**config.mk**
```make
export PLATFORM = sky130hd
export DESIGN_NAME = wake_pin_detect
export DESIGN_NICKNAME = d
export VERILOG_FILES = /design/src/rtl/wake_pin_detect.sv
export SDC_FILE = /design/constraint.sdc
export NUM_CORES = 1
export LEC_CHECK = 0
export CORE_UTILIZATION = 50
export DETAILED_ROUTE_END_ITERATION = 6
export PLACE_DENSITY = 0.93
export SYNTH_ARGS = -nofsm -noshare
export SYNTH_HDL_FRONTEND = slang
export SYNTH_SLANG_ARGS = --single-unit
```
**constraint.sdc**
```tcl
create_clock -name clk -period 2.45 [get_ports clk]
set_input_delay 0.49 -clock clk [delete_from_list [all_inputs] [get_ports clk]]
set_output_delay 0.49 -clock clk [all_outputs]
set_load 0.02 [all_outputs]
```
**src/rtl/wake_pin_detect.sv**
```systemverilog
module wake_pin_detect #(
  parameter int NPIN        = 2,
  parameter int SHORT_TICKS = 16,
  parameter int LONG_TICKS  = 64,
  parameter int LEAD_TICKS  = 2
) (
  input  logic              clk,
  input  logic              rst_n,
  input  logic [NPIN-1:0]   pin_raw,
  input  logic [2*NPIN-1:0] edge_cfg,
  input  logic [NPIN-1:0]   samp_en,
  input  logic              period_long,
  input  logic [1:0]        chip_mode,
  input  logic              ms_tick,
  output logic              bias_out,
  output logic [NPIN-1:0]   wake_evt,
  output logic [NPIN-1:0]   level_stat,
  output logic              wake_req
);
  localparam int CW = $clog2(LONG_TICKS + 1);

  logic [NPIN-1:0] sync1, sync2, held, prev;
  logic [CW-1:0]   cnt;
  logic [NPIN-1:0] cur, rise, fall, hit, upd;

  wire [CW-1:0] plen     = period_long ? CW'(LONG_TICKS) : CW'(SHORT_TICKS);
  wire          any_samp = |samp_en;
  wire          at_end   = (cnt >= plen - CW'(1));
  wire          samp_now = any_samp & ms_tick & at_end;
  wire          asleep   = (chip_mode == 2'b00);

  assign cur  = (samp_en & held) | (~samp_en & sync2);
  assign rise = cur & ~prev;
  assign fall = ~cur & prev;
  assign upd  = ~samp_en | {NPIN{samp_now}};

  always_ff @(posedge clk) begin
    if (!rst_n) begin
      sync1 <= '0;
      sync2 <= '0;
      held  <= '0;
      prev  <= '0;
      cnt   <= '0;
    end else begin
      sync1 <= pin_raw;
      sync2 <= sync1;
      held  <= (upd & sync2) | (~upd & held);
      prev  <= cur;
      if (!any_samp)
        cnt <= '0;
      else if (ms_tick)
        cnt <= at_end ? '0 : cnt + CW'(1);
    end
  end

  for (genvar i = 0; i < NPIN; i++) begin : g_pin
    assign hit[i] = (edge_cfg[2*i+1] & rise[i]) | (edge_cfg[2*i] & fall[i]);
  end

  assign bias_out   = any_samp & (cnt >= plen - CW'(LEAD_TICKS));
  assign wake_evt   = asleep ? '0 : hit;
  assign wake_req   = asleep & (|hit);
  assign level_stat = (|edge_cfg) ? cur : '0;
endmodule

```
# Word level (Yosys, flattened, before mapping)
# Index checks and enable logic that the tools add are counted.
dict set report classes {
  add_sub_neg 3
  bitwise 23
  order_cmp 2
  mux 4
  n_reduce_logical 5
}
# op n
set op_table {}
lappend op_table {{7-bit greater-or-equal comparator} 2}
lappend op_table {{7-bit two-way mux} 2}
lappend op_table {{2-bit bitwise AND} 6}
lappend op_table {{1-bit bitwise AND} 8}
lappend op_table {{2-bit NOT} 4}
lappend op_table {{7-bit by 1-bit adder with 7-bit output, second input constant} 1}
lappend op_table {{7-bit by 1-bit subtractor with 7-bit output, second input constant} 1}
lappend op_table {{7-bit by 2-bit subtractor with 7-bit output, second input constant} 1}
lappend op_table {{2-bit bitwise OR} 3}
lappend op_table {{2-bit two-way mux} 2}
lappend op_table {{2-bit OR reduction} 2}
lappend op_table {{4-bit OR reduction} 1}
lappend op_table {{2-bit logical NOT} 1}
lappend op_table {{1-bit bitwise OR} 2}
lappend op_table {{2-bit AND reduction} 1}
dict set report word_totals {
  elab_cells 42
  regBits 15
  output_inout_bits 6
  input_bits 14
}

# Logic depth before layout (Yosys ltp)
# Gate-level depths: netlist (run 1).
dict set report logic_depth {
  word_depth 9
  ltp_mapped 6
  ltp_nobuf 6
}

# Least setup slack after synthesis (run 1)
# OpenSTA, ideal clock, no wires.
dict set report synth_path {
  path_kind {input to output}
  start {input port period_long}
  end {output port bias_out}
  path_stages 5
  arrival_time_ps 1422
  setup_slack_ps 538
  required_time_ps 1960
  path_buffers 0
  cell_sequence {inv_1 -> ha_1 -> and4b_4 -> o211a_1 -> o22a_1}
}
dict set report synth_between {
  elab_chain_cells 4
}
# item line
set synth_lines {}
lappend synth_lines {{start: declaration} 12} ;# input logic period_long,
lappend synth_lines {{7-bit two-way mux} 26} ;# wire [CW-1:0] plen = period_long ? CW'(LONG_TICKS) : CW'(SHORT_TICKS);
lappend synth_lines {{7-bit by 2-bit subtractor with 7-bit output} 60} ;# assign bias_out = any_samp & (cnt >= plen - CW'(LEAD_TICKS));
lappend synth_lines {{7-bit greater-or-equal comparator} 60}
lappend synth_lines {{1-bit bitwise AND} 60}
lappend synth_lines {{end: declaration} 15} ;# output logic bias_out,
# No other way between the ends.

# Worst setup path in the final report (run 1)
dict set report layout_path {
  start {input port edge_cfg[1]}
  end {output port wake_req}
}
dict set report layout_between {
  elab_chain_cells 4
}
# item line
set layout_lines {}
lappend layout_lines {{start: declaration} 10} ;# input logic [2*NPIN-1:0] edge_cfg,
lappend layout_lines {{1-bit bitwise AND} 57} ;# assign hit[i] = (edge_cfg[2*i+1] & rise[i]) | (edge_cfg[2*i] & fall[i]);
lappend layout_lines {{1-bit bitwise OR} 57}
lappend layout_lines {{2-bit OR reduction} 62} ;# assign wake_req = asleep & (|hit);
lappend layout_lines {{1-bit bitwise AND} 62}
lappend layout_lines {{end: declaration} 18} ;# output logic wake_req
# No other way between the ends.

==> metrics.cfg, run 1 <==
[cells_and_area]
fin_util_pct=79.6
area_growth_pct=41.3
fin_nets=130
fillers=103
multi_input_area_sq_um=473
final_layout_size_suffix_gt1_share_pct=25.2
insertedDiodeCount=0
seq_area_sq_um=300

[floorplanning]
die_x_microns=41.2
die-area_sq_um=1700
pin_count=20
rows=13
die_h_microns=41.2
initial_utilization_pct=56.3
core_sq_um=1370

[worst_setup_path]
reg2reg_depth=6
r2r_slack_ns=0.85
r2r_start=cnt[5]
start_kind=input pin
crit_type=input pin to primary output
worstPathRequired_ns=1.96
r2r-end=cnt[1]
path_max_fanout=2
arrival_ns=1.75
endpoint_kind=primary output

[synthesis]
synth_edf_count=0
synth-main-ff-cell=dfxtp_1
syn_area_per_cell_sq_um=9.62
ys_top_cells_by_count=15 x dfxtp_1, 10 x nor2_1, 6 x nand2_1
synth_cell_types=30
synth.top_cell.area_share_pct=39.0
synth_cells=80
synth.area.top_cells=dfxtp_1 39%, ha_1 6.5%, mux2i_1 6.5%
synthArstFlopShare_pct=0
ys_ff_latch=15
yosys.area.top_type=dfxtp_1
synthesis.nets=98
ys_warn_count=0
ys_seq_area_share_pct=39.0
synthMostInstantiatedCell=dfxtp_1
netlist_area_sq_um=769

[power]
clock_power_share_pct=30.5
ir_drop_mv=0.481
p_int_mw=0.354
power_density_nw_per_um2=439
leakage_nw=0.521
seqPwrFrac_pct=54.0
power_switching_mw=0.122
power.total_mw=0.477
sw_frac_of_total_pct=25.7
combPwrFrac_pct=15.5

[clock_tree]
cts.path.max_buffers=2
hold_buffers=0
cts_buffers=3
cts-root-buf=clkbuf_4
cts_max_level=1
cts_tree=yes
cts.sink_count=15
clk_latency_ns=0.29
cts.reportedPaths.clkPinSlew_ns=0.09

[sta]
setup_viol=0
fin_skew_ns=0.00254
relSlewSlack_pct=73.8
layout_min_cycle_time_ns=2.24
timing.final.crit_share_pct=91.6
rsz0062_at_grt=false
fmax_ghz=0.446
hold_violations=0
worst_slew_pin_slew_ns=0.389
slew_viol_final=0
layout_setup_ws_ns=0.207

[global_route]
grt_overflow=0
antenna_found_initial=0
grt_pass1_wl_microns=2400
grt_pass1_vias=597
grt.total_usage_pct=23.2
grt_max_degree=12

[detailed_routing]
drt_iter0_markers=25
via_count=698
vias_per_cell=5.54
dr.pass1.iters=4
routed_wl_microns=1700
ant_nets=0
route.detailed.drc=0
post_drt_wl_per_cell_microns=13.5

[outcome]
status=finished clean

[worst_hold_path]
holdPathStages=1
hold_class=register to register
hp-start=sync1[0]
min_to=sync2[0]

[run]
drv_cap=0

[placed_design]
post-place-ws_ns=-0.452
globalplace.congestion=0.739
hpwlAfterDp_microns=1260
port_buffers=19

[cells by family after synthesis]
kind of cell / after synthesis / synth area share [%]
adders and majority gates: 4 / 6.50
DFF: 15 / 39.0
buffers and inverters: 4 / 2.11
xor gates and xnor gates: 5 / 5.69
and+or+nand+nor: 37 / 29.9
AOI/OAI and AO/OA: 10 / 10.2
muxes: 5 / 6.50
[placed cells by master (no fill, tap or decap), drive strengths merged]
master	count
a211o	1
a211oi	1
a21boi	1
a21oi	1
a311oi	1
a31oi	2
and2	4
and3	1
and4b	1
buf	13
clkbuf	3
clkdlybuf4s15	1
clkdlybuf4s50	10
clkinv	1
dfxtp	15
dlygate4sd2	2
dlymetal6s2s	3
ha	4
inv	2
mux2i	5
nand2	7
nand3	2
nand3b	1
nand4	3
nand4b	1
nor2	12
nor2b	2
nor3b	2
nor4	1
o211a	1
o21ai	1
o22a	1
xor2	5
[layout make-up]
class / instances / share of cell area, %
clock buffer: 3 / 2.07
clock inverter: 1 / 0.460
inverter: 2 / 0.690
multi-input combinational: 61 / 43.5
sequential: 15 / 27.6
tap: 15 / 1.73
timing repair buffer: 29 / 23.9
[metrics by stage]
| stage | TNS, ns | instance area, sq um | cells | hold slack (ns) |
|---|---|---|---|---|
| floorplan | 0 | 769 | 80 | 0.412 |
| global placement | -1.17 | 1020 | 119 | 0.416 |
| detailed placement | -1.65 | 1020 | 119 | 0.418 |
| CTS | -0.142 | 1040 | 123 | 0.447 |
| global route | 0 | 1090 | 126 | 0.465 |
| finish | 0 | 1090 | 126 | 0.443 |
[how the worst max path moves through the flow]
stage,start,cells after the start,to
2_1_floorplan,period_long,5,bias_out
3_3_place_gp,period_long,7,bias_out
3_5_place_dp,samp_en[1],5,wake_req
4_1_cts,samp_en[1],6,wake_req
5_1_grt,edge_cfg[1],6,wake_req
6_report,edge_cfg[1],6,wake_req
[routing by layer]
metal  vias to the layer above  routed length [microns]  track usage (%)
li1                        346                        -                -
met1                       333                      705             25.7
met2                        15                      882             38.7
met3                         4                       66             6.52
met4                         0                       46             14.5
met5                         -                        0                0
[what timing repair did]
action | in CTS | in global routing
gates resized for setup | 15 | 12
hold endpoints to repair | 0 | 0
setup buffers | 0 | 3
pin swaps | 0 | 2
setup endpoints to repair | 6 | 4
[critical path, cell delays in order]
cell and delay, ns:
clkdlybuf4s50_1 0.49, nor3b_1 0.20, a31oi_1 0.08, buf_4 0.15
a21boi_1 0.18, buf_4 0.17
[power groups by stage]
stage	clock network, mW	logic, mW	registers, mW
after floorplan	0	0.0331	0.261
after global placement	0	0.0687	0.262
after detailed placement	0	0.0709	0.263
after CTS	0.152	0.0704	0.257
after global routing	0.162	0.0798	0.259
final	0.145	0.0738	0.258
No activity file was read; power rests on OpenSTA's default activity.
==> run 2, diff against run 1 <==
REMOVE_ABC_BUFFERS = 1   (was default)
TNS_END_PERCENT = 30   (was default)
==> run 2 against run 1 <==
  * The run now ends with setup timing left
  * Clock skew increased by 0.015 ns
  * Cell count decreased by 0.79%
  * Wire length increased by 9.7%
  * Global-route usage increased by 3.1 points
  * Die area unchanged
  * Final area decreased by 2.5%
  * Non-clock buffer count decreased by 1
  * Combinational power about the same
  * Sequential power about the same
  * Clock power increased by 6%
  * Critical endpoint is now bias_out
==> metrics.cfg, run 2 (synthesis results as in run 1) <==
[cells_and_area]
multi_input_area_sq_um=460
fin_nets=129
fin_util_pct=77.6
insertedDiodeCount=0
layout_common_cells=15 x dfxtp_1, 12 x clkdlybuf4s50_1, 10 x nor2_1
final_common_cell=dfxtp_1
final_layout_size_suffix_gt1_share_pct=22.7
fin_area_sq_um=1060
seq_area_sq_um=300
area_growth_pct=37.7
fillers=107

[clock_tree]
hold_buffers=0
cts_max_level=1
cts_tree=yes
cts_buffers=3
cts-root-buf=clkbuf_4
cts.path.max_buffers=2
cts.reportedPaths.clkPinSlew_ns=0.11
cts.sink_count=15
clk_latency_ns=0.31

[run]
drv_cap=0

[sta]
setup_viol=1
fin_skew_ns=0.0171
timing.final.crit_share_pct=101
rsz0062_at_grt=true
slew_viol_final=0
hold_violations=0
worst_slew_pin_slew_ns=0.390
layout_setup_ws_ns=-0.0273
fmax_ghz=0.404
relSlewSlack_pct=73.9
layout_min_cycle_time_ns=2.48

[floorplanning]
core_sq_um=1370
die_x_microns=41.2
pin_count=20
rows=13
initial_utilization_pct=56.3
die-area_sq_um=1700
die_h_microns=41.2

[worst_setup_path]
crit_type=input pin to primary output
r2r_start=cnt[5]
path_max_fanout=2
worstPathCellList=clkdlybuf4s50_1, inv_1, ha_1, a211o_1, o22a_1, buf_2
arrival_ns=1.99
worstPathRequired_ns=1.96
cpMaxStageDelayCell=clkdlybuf4s50_1
crit_start=period_long
max_stage_delay_ns=0.46
start_kind=input pin
endpoint_kind=primary output

[detailed_routing]
vias_per_cell=5.78
route.detailed.drc=0
via_count=722
post_drt_wl_per_cell_microns=14.9
routed_wl_microns=1870
dr.pass1.iters=4
drt_iter0_markers=13
ant_nets=0

[power]
sw_frac_of_total_pct=26.9
power.total_mw=0.486
combPwrFrac_pct=15.2
power_switching_mw=0.131
ir_drop_mv=0.452
power_density_nw_per_um2=459
clock_power_share_pct=31.7
leakage_nw=0.497
seqPwrFrac_pct=53.1
p_int_mw=0.355

[placed_design]
hpwlAfterDp_microns=1400
post-place-ws_ns=-0.431
port_buffers=19
globalplace.congestion=0.793
place_area_sq_um=1020

[global_route]
grt_pass1_vias=687
antenna_found_initial=0
grt_max_degree=11
grt_pass1_wl_microns=2730
grt.total_usage_pct=26.3
grt_overflow=0

[worst_hold_path]
hold_class=register to register
hp-start=sync1[1]

[outcome]
status=finished with violations
violations=setup timing

run 2: cell count changes in the layout (fill, tap and decap cells not counted), moves of 2 or more:
| cell | delta |
|---|---|
| clkdlybuf4s50_1 | +2 |
| buf_2 | +2 |
| buf_4 | -3 |
| dlymetal6s2s_1 | -2 |
run 2: through the flow:
stage / TNS (ns) / instances / hold slack [ns]
global route: -0.157 / 125 / 0.477
floorplan: 0 / 78 / 0.412
CTS: -0.0826 / 123 / 0.454
global placement: -1.09 / 119 / 0.415
detailed placement: -1.45 / 119 / 0.427
finish: -0.0273 / 125 / 0.452
run 2: cell type report:
cell class	instances	share of cell area [%]
multi-input combinational	61	43.4
clock buffer	3	2.13
tap	15	1.77
timing repair buffer	28	22.9
clock inverter	1	0.708
inverter	2	0.708
sequential	15	28.3
run 2: routing by layer:
layer  vias to the layer above  part of all wire (%)  wire length (microns)  global-route usage [%]
li1                        342                     -                      -                       -
met1                       345                    40                    746                    24.3
met2                        24                    52                    972                    47.7
met3                        11                   4.8                     90                    11.4
met4                         0                   3.1                     57                    14.5
met5                         -                     0                      0                       0
run 2: critical path: cells and delay by family:
family	cells	cell delay, ns
buffers and inverters	3	0.68
adders and majority gates	1	0.31
AOI/OAI and AO/OA	2	0.51
run 2: path summary, 6_finish.rpt:
check	endpoint	slack [ns]	depth (start not counted)
max reg2reg	cnt[1]	0.83	6
min reg2reg	sync2[1]	0.45	1
max	bias_out	-0.03	6
min	sync2[1]	0.45	1
run 2: repair_timing:
item / in CTS / in global routing
hold endpoints to repair: 0 / 0
buffers inserted: 0 / 2
gates resized for setup: 14 / 6
endpoints found under the setup margin: 6 / 4
run 2: power by group through the flow:
stage                     sequential, mW  clock [mW]  combinational (mW)
after floorplan                    0.261           0              0.0290
after global placement             0.263           0              0.0692
after detailed placement           0.263           0              0.0725
after CTS                          0.258       0.156              0.0729
after global routing               0.259       0.162              0.0796
final                              0.258       0.154              0.0739
